$ cat src/rtl/segscan_pkg.sv
package segscan_pkg;
  typedef enum logic [2:0] {
    PH_IDLE    = 3'd0,
    PH_LOAD    = 3'd1,
    PH_LAUNCH  = 3'd2,
    PH_CAPTURE = 3'd3,
    PH_UNLOAD  = 3'd4,
    PH_DONE    = 3'd5
  } phase_t;
endpackage

$ cat src/rtl/ssc_walker.sv
module ssc_walker #(
  parameter int NUM_SEG = 4,
  parameter int SEG_LEN = 8,
  localparam int SW = (NUM_SEG > 1) ? $clog2(NUM_SEG) : 1,
  localparam int BW = (SEG_LEN > 1) ? $clog2(SEG_LEN) : 1
) (
  input  logic          clk,
  input  logic          rst,
  input  logic          step,
  output logic [SW-1:0] seg_idx,
  output logic          at_end
);
  logic [BW-1:0] bit_q;
  logic [SW-1:0] seg_q;
  logic          last_bit;
  logic          last_seg;

  assign last_bit = (bit_q == BW'(SEG_LEN - 1));
  assign last_seg = (seg_q == SW'(NUM_SEG - 1));
  assign at_end   = last_bit && last_seg;
  assign seg_idx  = seg_q;

  always_ff @(posedge clk) begin
    if (rst) begin
      bit_q <= '0;
      seg_q <= '0;
    end else if (step) begin
      if (last_bit) begin
        bit_q <= '0;
        seg_q <= last_seg ? '0 : seg_q + 1'b1;
      end else begin
        bit_q <= bit_q + 1'b1;
      end
    end
  end
endmodule

$ cat src/rtl/ssc_sequencer.sv
module ssc_sequencer
  import segscan_pkg::*;
(
  input  logic   clk,
  input  logic   rst,
  input  logic   start,
  input  logic   cap_nonzero,
  input  logic   at_end,
  output phase_t phase,
  output logic   err_q,
  output logic   step,
  output logic   accept
);
  phase_t phase_q;

  assign phase  = phase_q;
  assign step   = (phase_q == PH_LOAD) || (phase_q == PH_UNLOAD);
  assign accept = (phase_q == PH_IDLE) && start && cap_nonzero;

  always_ff @(posedge clk) begin
    if (rst) begin
      phase_q <= PH_IDLE;
      err_q   <= 1'b0;
    end else begin
      case (phase_q)
        PH_IDLE: begin
          if (start) begin
            phase_q <= cap_nonzero ? PH_LOAD : PH_DONE;
            err_q   <= !cap_nonzero;
          end
        end
        PH_LOAD:    if (at_end) phase_q <= PH_LAUNCH;
        PH_LAUNCH:  phase_q <= PH_CAPTURE;
        PH_CAPTURE: phase_q <= PH_UNLOAD;
        PH_UNLOAD:  if (at_end) phase_q <= PH_DONE;
        PH_DONE: begin
          phase_q <= PH_IDLE;
          err_q   <= 1'b0;
        end
        default: phase_q <= PH_IDLE;
      endcase
    end
  end
endmodule

$ cat src/rtl/ssc_out_decode.sv
module ssc_out_decode
  import segscan_pkg::*;
#(
  parameter int NUM_SEG = 4,
  localparam int SW = (NUM_SEG > 1) ? $clog2(NUM_SEG) : 1
) (
  input  phase_t             phase,
  input  logic [SW-1:0]      seg_idx,
  input  logic [NUM_SEG-1:0] launch_q,
  input  logic [NUM_SEG-1:0] capture_q,
  input  logic               err_q,
  output logic [NUM_SEG-1:0] clk_en_d,
  output logic [NUM_SEG-1:0] sel_d,
  output logic               scan_en_d,
  output logic               done_d,
  output logic               err_d
);
  logic [NUM_SEG-1:0] seg_oh;

  for (genvar g = 0; g < NUM_SEG; g++) begin : g_oh
    assign seg_oh[g] = (seg_idx == SW'(g));
  end

  always_comb begin
    clk_en_d  = '0;
    sel_d     = '0;
    scan_en_d = 1'b0;
    done_d    = 1'b0;
    err_d     = 1'b0;
    case (phase)
      PH_LOAD, PH_UNLOAD: begin
        clk_en_d  = seg_oh;
        sel_d     = seg_oh;
        scan_en_d = 1'b1;
      end
      PH_LAUNCH:  clk_en_d = launch_q;
      PH_CAPTURE: clk_en_d = capture_q;
      PH_DONE: begin
        done_d = 1'b1;
        err_d  = err_q;
      end
      default: ;
    endcase
  end
endmodule

$ cat src/rtl/segscan_ctrl.sv
module segscan_ctrl
  import segscan_pkg::*;
#(
  parameter int NUM_SEG = 4,
  parameter int SEG_LEN = 8
) (
  input  logic               clk,
  input  logic               rst,
  input  logic               start,
  input  logic [NUM_SEG-1:0] launch_mask,
  input  logic [NUM_SEG-1:0] capture_mask,
  output logic [NUM_SEG-1:0] seg_clk_en,
  output logic [NUM_SEG-1:0] seg_out_sel,
  output logic               scan_en,
  output logic               done,
  output logic               scan_err
);
  localparam int SW = (NUM_SEG > 1) ? $clog2(NUM_SEG) : 1;

  phase_t             phase;
  logic               err_q, step, accept, at_end;
  logic [SW-1:0]      seg_idx;
  logic [NUM_SEG-1:0] launch_q, capture_q;
  logic [NUM_SEG-1:0] clk_en_d, sel_d;
  logic               scan_en_d, done_d, err_d;

  ssc_walker #(.NUM_SEG(NUM_SEG), .SEG_LEN(SEG_LEN)) u_walker (
    .clk(clk), .rst(rst), .step(step), .seg_idx(seg_idx), .at_end(at_end)
  );

  ssc_sequencer u_seq (
    .clk(clk), .rst(rst), .start(start), .cap_nonzero(|capture_mask),
    .at_end(at_end), .phase(phase), .err_q(err_q), .step(step), .accept(accept)
  );

  always_ff @(posedge clk) begin
    if (rst) begin
      launch_q  <= '0;
      capture_q <= '0;
    end else if (accept) begin
      launch_q  <= launch_mask;
      capture_q <= capture_mask;
    end
  end

  ssc_out_decode #(.NUM_SEG(NUM_SEG)) u_dec (
    .phase(phase), .seg_idx(seg_idx), .launch_q(launch_q), .capture_q(capture_q),
    .err_q(err_q), .clk_en_d(clk_en_d), .sel_d(sel_d), .scan_en_d(scan_en_d),
    .done_d(done_d), .err_d(err_d)
  );

  always_ff @(posedge clk) begin
    if (rst) begin
      seg_clk_en  <= '0;
      seg_out_sel <= '0;
      scan_en     <= 1'b0;
      done        <= 1'b0;
      scan_err    <= 1'b0;
    end else begin
      seg_clk_en  <= clk_en_d;
      seg_out_sel <= sel_d;
      scan_en     <= scan_en_d;
      done        <= done_d;
      scan_err    <= err_d;
    end
  end
endmodule

$ cat config.mk
export PLATFORM = sky130hd
export DESIGN_NAME = segscan_ctrl
export DESIGN_NICKNAME = d
export VERILOG_FILES = /design/src/rtl/segscan_pkg.sv /design/src/rtl/ssc_walker.sv /design/src/rtl/ssc_sequencer.sv /design/src/rtl/ssc_out_decode.sv /design/src/rtl/segscan_ctrl.sv
export SDC_FILE = /design/constraint.sdc
export NUM_CORES = 1
export LEC_CHECK = 0
export BUFFER_PORTS_ARGS = -buffer_cell sky130_fd_sc_hd__buf_2
export CORE_MARGIN = 2
export CORE_UTILIZATION = 40
export DETAILED_ROUTE_END_ITERATION = 12
export GPL_TIMING_DRIVEN = 1
export PLACE_DENSITY = 0.61
export SYNTH_ARGS = -nofsm -noshare
export SYNTH_HDL_FRONTEND = slang
export SYNTH_SLANG_ARGS = --single-unit
$ cat constraint.sdc
create_clock -name clk -period 1.8 [get_ports clk]
set_input_delay 0.18 -clock clk [delete_from_list [all_inputs] [get_ports clk]]
set_output_delay 0.18 -clock clk [all_outputs]
set_load 0.05 [all_outputs]
==> PnR_summary.wiki <==
{| class="wikitable"
! Metric !! Value
|-
| Outcome || complete, no violations
|-
| Cell family with the largest share of critical-path delay || flip-flops
|-
| Setup bufs post-CTS || 0
|-
| Combined buffer and inverter count along the critical path || 0
|-
| Slowest library cell on the worst path || sky130_fd_sc_hd__dfxtp_1
|-
| Final period util || 0.836
|-
| Violation count after the first detailed-routing iteration || 62
|-
| Quantity of hold-fixing buffers added after cts || 0
|-
| Most frequent cells in the layout || sky130_fd_sc_hd__dfxtp_1 (28), sky130_fd_sc_hd__buf_2 (21), sky130_fd_sc_hd__a21oi_1 (16), sky130_fd_sc_hd__o21ai_1 (8)
|-
| Final design utilization || 0.483
|-
| Data arrival time of the worst path || 1.77 ns
|-
| Mean post-synth cell area || 9.42 um^2
|-
| Post-layout power || 1130 uW
|-
| Flop and latch count out of synthesis || 28
|-
| H-Tree Depth || 1
|-
| Number of slew-limit violations in the final report || 0
|-
| Clock net sink count || 28
|-
| Most common library cell in the layout ignoring fill and taps || sky130_fd_sc_hd__dfxtp_1
|-
| Average vias per placed instance || 5.25
|-
| Tot GR Track Use || 0.157
|-
| Mean routed wirelength per cell || 12.7 um
|-
| Number of setup violations in the final report || 0
|-
| Number of ports placed on the die boundary || 22
|-
| Count of standard-cell rows || 20
|-
| CP Cell Sequence || xnor2_1 > or4_1 > a21oi_1
|-
| Via count of the first global-routing pass || 962
|-
| Total length of routed wires || 2590 um
|-
| Largest fanout on the critical path || 8
|-
| Final ANT Viol Nets || 0
|-
| Required time at the endpoint of the critical path || 2.07 ns
|-
| Maximum number of pins on one net before global-route repair || 22
|-
| Clock-pin slew on the worst setup and hold paths || 0.15 ns
|-
| Core outline area || 3080 um^2
|-
| Endpoint of the lowest-slack register-to-register path || u_walker.seg_idx[0]$_SDFFE_PP0P_
|-
| Setup TNS || 0 ns
|-
| Worst setup slack before clock tree synthesis || 0.338 ns
|-
| Critical Path Start || u_seq.phase[0]$_SDFFE_PP0P_
|-
| Worst setup slack after layout || 0.296 ns
|-
| Post-synthesis cell area || 1310 um^2
|-
| Final routed DRC violation total || 0
|-
| Classification of the worst-slack hold path || input port to register
|-
| Critical path launch point type || register
|-
| Shortest clock period the worst path allows after layout || 1.50 ns
|-
| Worst Setup Path Type || register to register
|-
| CTS-repair resized insts || 0
|-
| Slack of the worst reg-to-reg path || 0.30 ns
|-
| Count of buffers inserted at the top-level ports || 21
|-
| CTS root buf || sky130_fd_sc_hd__clkbuf_4
|-
| Total clock buffers created by CTS || 3
|-
| Worst-case headroom to the max-slew limit || 0.624
|-
| Detailed Routing Iterations Pass 1 || 4
|-
| Number of hold violations in the final report || 0
|-
| Worst flop-to-flop path startpoint || u_seq.phase[0]$_SDFFE_PP0P_
|-
| Total power divided by cell area || 758 nW/um^2
|-
| Ant. Diodes || 0
|-
| Number of cell instances on the worst register-to-register path || 3
|-
| Synthesis warning total || 0
|-
| Yosys cell types || 38
|-
| Detailed-route via count || 1,072
|-
| Maximum buffer depth of the clock tree || 2
|-
| Die Y || 61.2 um
|-
| Stage delay of the slowest cell on the critical path || 0.54 ns
|-
| Endpoint kind of the worst setup timing path || register
|-
| Final net count || 178
|-
| Gr ovfl total || 0
|-
| HPWL after detailed placement || 1980 um
|-
| Termination of the worst setup path || u_walker.seg_idx[0]$_SDFFE_PP0P_
|-
| Post-route insts no fill || 204
|-
| Fraction of registers with async set/reset || 0
|-
| Effective utilization at floorplan || 0.425
|-
| Timing-limited maximum frequency || 665 MHz
|-
| Cell count after synthesis || 139
|-
| First-pass GRT wire length || 4420 um
|-
| Number of max-capacitance violations reported || 0
|-
| Proportion of layout cells with a drive suffix above 1 || 0.225
|-
| Number of enable-type register cells in the synthesized netlist || 0
|-
| Fraction of the yosys area taken by sequential cells || 0.428
|-
| Gp weighted congestion || 0.823
|-
| Insertion delay of the later-clocked pin in the worst-skew pair || 0.33 ns
|-
| Setup Skew || 0.00587 ns
|-
| Area growth from synthesis to layout || 13.5%
|-
| Overall die area || 3750 um^2
|-
| Most used flip-flop cell after synthesis || sky130_fd_sc_hd__dfxtp_1
|-
| Leakage power summed over all cells || 0.000595 uW
|-
| IR Drop Worst-Case VDD || 0.278 mV
|-
| Number of nets produced by synthesis || 156
|-
| Die W || 61.2 um
|-
| Actual slew at the worst max-slew pin || 0.560 ns
|-
| # placed instances || 200
|-
| CTS tree || yes
|-
| Initial antenna violation count || 0
|-
| Unrepaired setup endpoints after global routing || false
|-
| Number of cells on the critical path || 3
|}
## cell families after synthesis
group	synth area share
AOI/OAI and AO/OA	0.173
DFF	0.428
xor gates and xnor gates	0.0134
adders and majority gates	0.0574
and+or+nand+nor	0.239
buffers and inverters	0.0583
muxes	0.0306
## synth_stat cells (2+ instances only)
cell type                  instances  area, um^2
sky130_fd_sc_hd__buf_4             2        15.0
sky130_fd_sc_hd__mux2i_1           4        40.0
sky130_fd_sc_hd__or4_1             3        22.5
sky130_fd_sc_hd__nand3_1           2        10.0
sky130_fd_sc_hd__o21ai_0           5        25.0
sky130_fd_sc_hd__dfxtp_1          28         561
sky130_fd_sc_hd__nand4_1           2        12.5
sky130_fd_sc_hd__o21ai_1           8        40.0
sky130_fd_sc_hd__buf_2             3        15.0
sky130_fd_sc_hd__buf_6             2        22.5
sky130_fd_sc_hd__inv_1             3        11.3
sky130_fd_sc_hd__nor3b_1           4        30.0
sky130_fd_sc_hd__nand2_1           6        22.5
sky130_fd_sc_hd__and2_1            5        31.3
sky130_fd_sc_hd__nand2b_1          3        18.8
sky130_fd_sc_hd__nor2_1            6        22.5
sky130_fd_sc_hd__a21oi_1          16        80.1
sky130_fd_sc_hd__nand3b_1          5        37.5
sky130_fd_sc_hd__clkbuf_1          2        7.51
sky130_fd_sc_hd__o31a_1            4        35.0
sky130_fd_sc_hd__ha_1              6        75.1
sky130_fd_sc_hd__and3_1            4        25.0
## power by group
| group | switching (uW) | total (uW) | internal (uW) |
|---|---|---|---|
| combinational | 91.4 | 153 | 61.9 |
| sequential | 20.1 | 666 | 646 |
| clock | 181 | 305 | 124 |
## worst min-delay path by stage
stage                         start                         to  slack [ns]  cells after the start
floorplan           capture_mask[0]  capture_q[0]$_SDFFE_PP0P_        0.32                      2
global placement    capture_mask[0]  capture_q[0]$_SDFFE_PP0P_        0.43                      3
detailed placement  capture_mask[0]  capture_q[0]$_SDFFE_PP0P_        0.45                      3
CTS                 capture_mask[0]  capture_q[0]$_SDFFE_PP0P_        0.09                      3
global route        capture_mask[3]  capture_q[3]$_SDFFE_PP0P_        0.06                      3
finish              capture_mask[0]  capture_q[0]$_SDFFE_PP0P_        0.08                      3
## metal layers
layer	GRT usage	part of all wire	vias up
li1	-	-	547
met5	0	0	-
met1	0.214	0.48	505
met2	0.257	0.47	18
met3	0.0252	0.032	2
met4	0.0466	0.0081	0
## worst reg2reg max path, stage by stage (launching register included)
cell                      delay [ns]
sky130_fd_sc_hd__dfxtp_1        0.54
sky130_fd_sc_hd__xnor2_1        0.26
sky130_fd_sc_hd__or4_1          0.52
sky130_fd_sc_hd__a21oi_1        0.13
## area by class of cell
class	count	area, um^2
well taps	44	55.1
inverters	3	11.3
flip-flops and latches	28	561
fillers	305	1590
repair buffers	27	150
clock buffers	4	36.3
multi-input cells	98	672
## registers in the layout (all words and copies together) (netlist names)
name	count
done	1
capture_q	4
u_seq.phase	3
u_walker.bit_q	3
scan_en	1
u_walker.seg_idx	2
seg_out_sel	4
launch_q	4
scan_err	1
seg_clk_en	4
u_seq.err_q	1
## per-stage QoR
step                hold WS (ns)  area, um^2
floorplan                  0.316        1310
global placement           0.434        1450
detailed placement         0.449        1450
CTS                       0.0857        1490
global route              0.0582        1490
finish                    0.0843        1490
No activity file was read; power rests on OpenSTA's default activity.
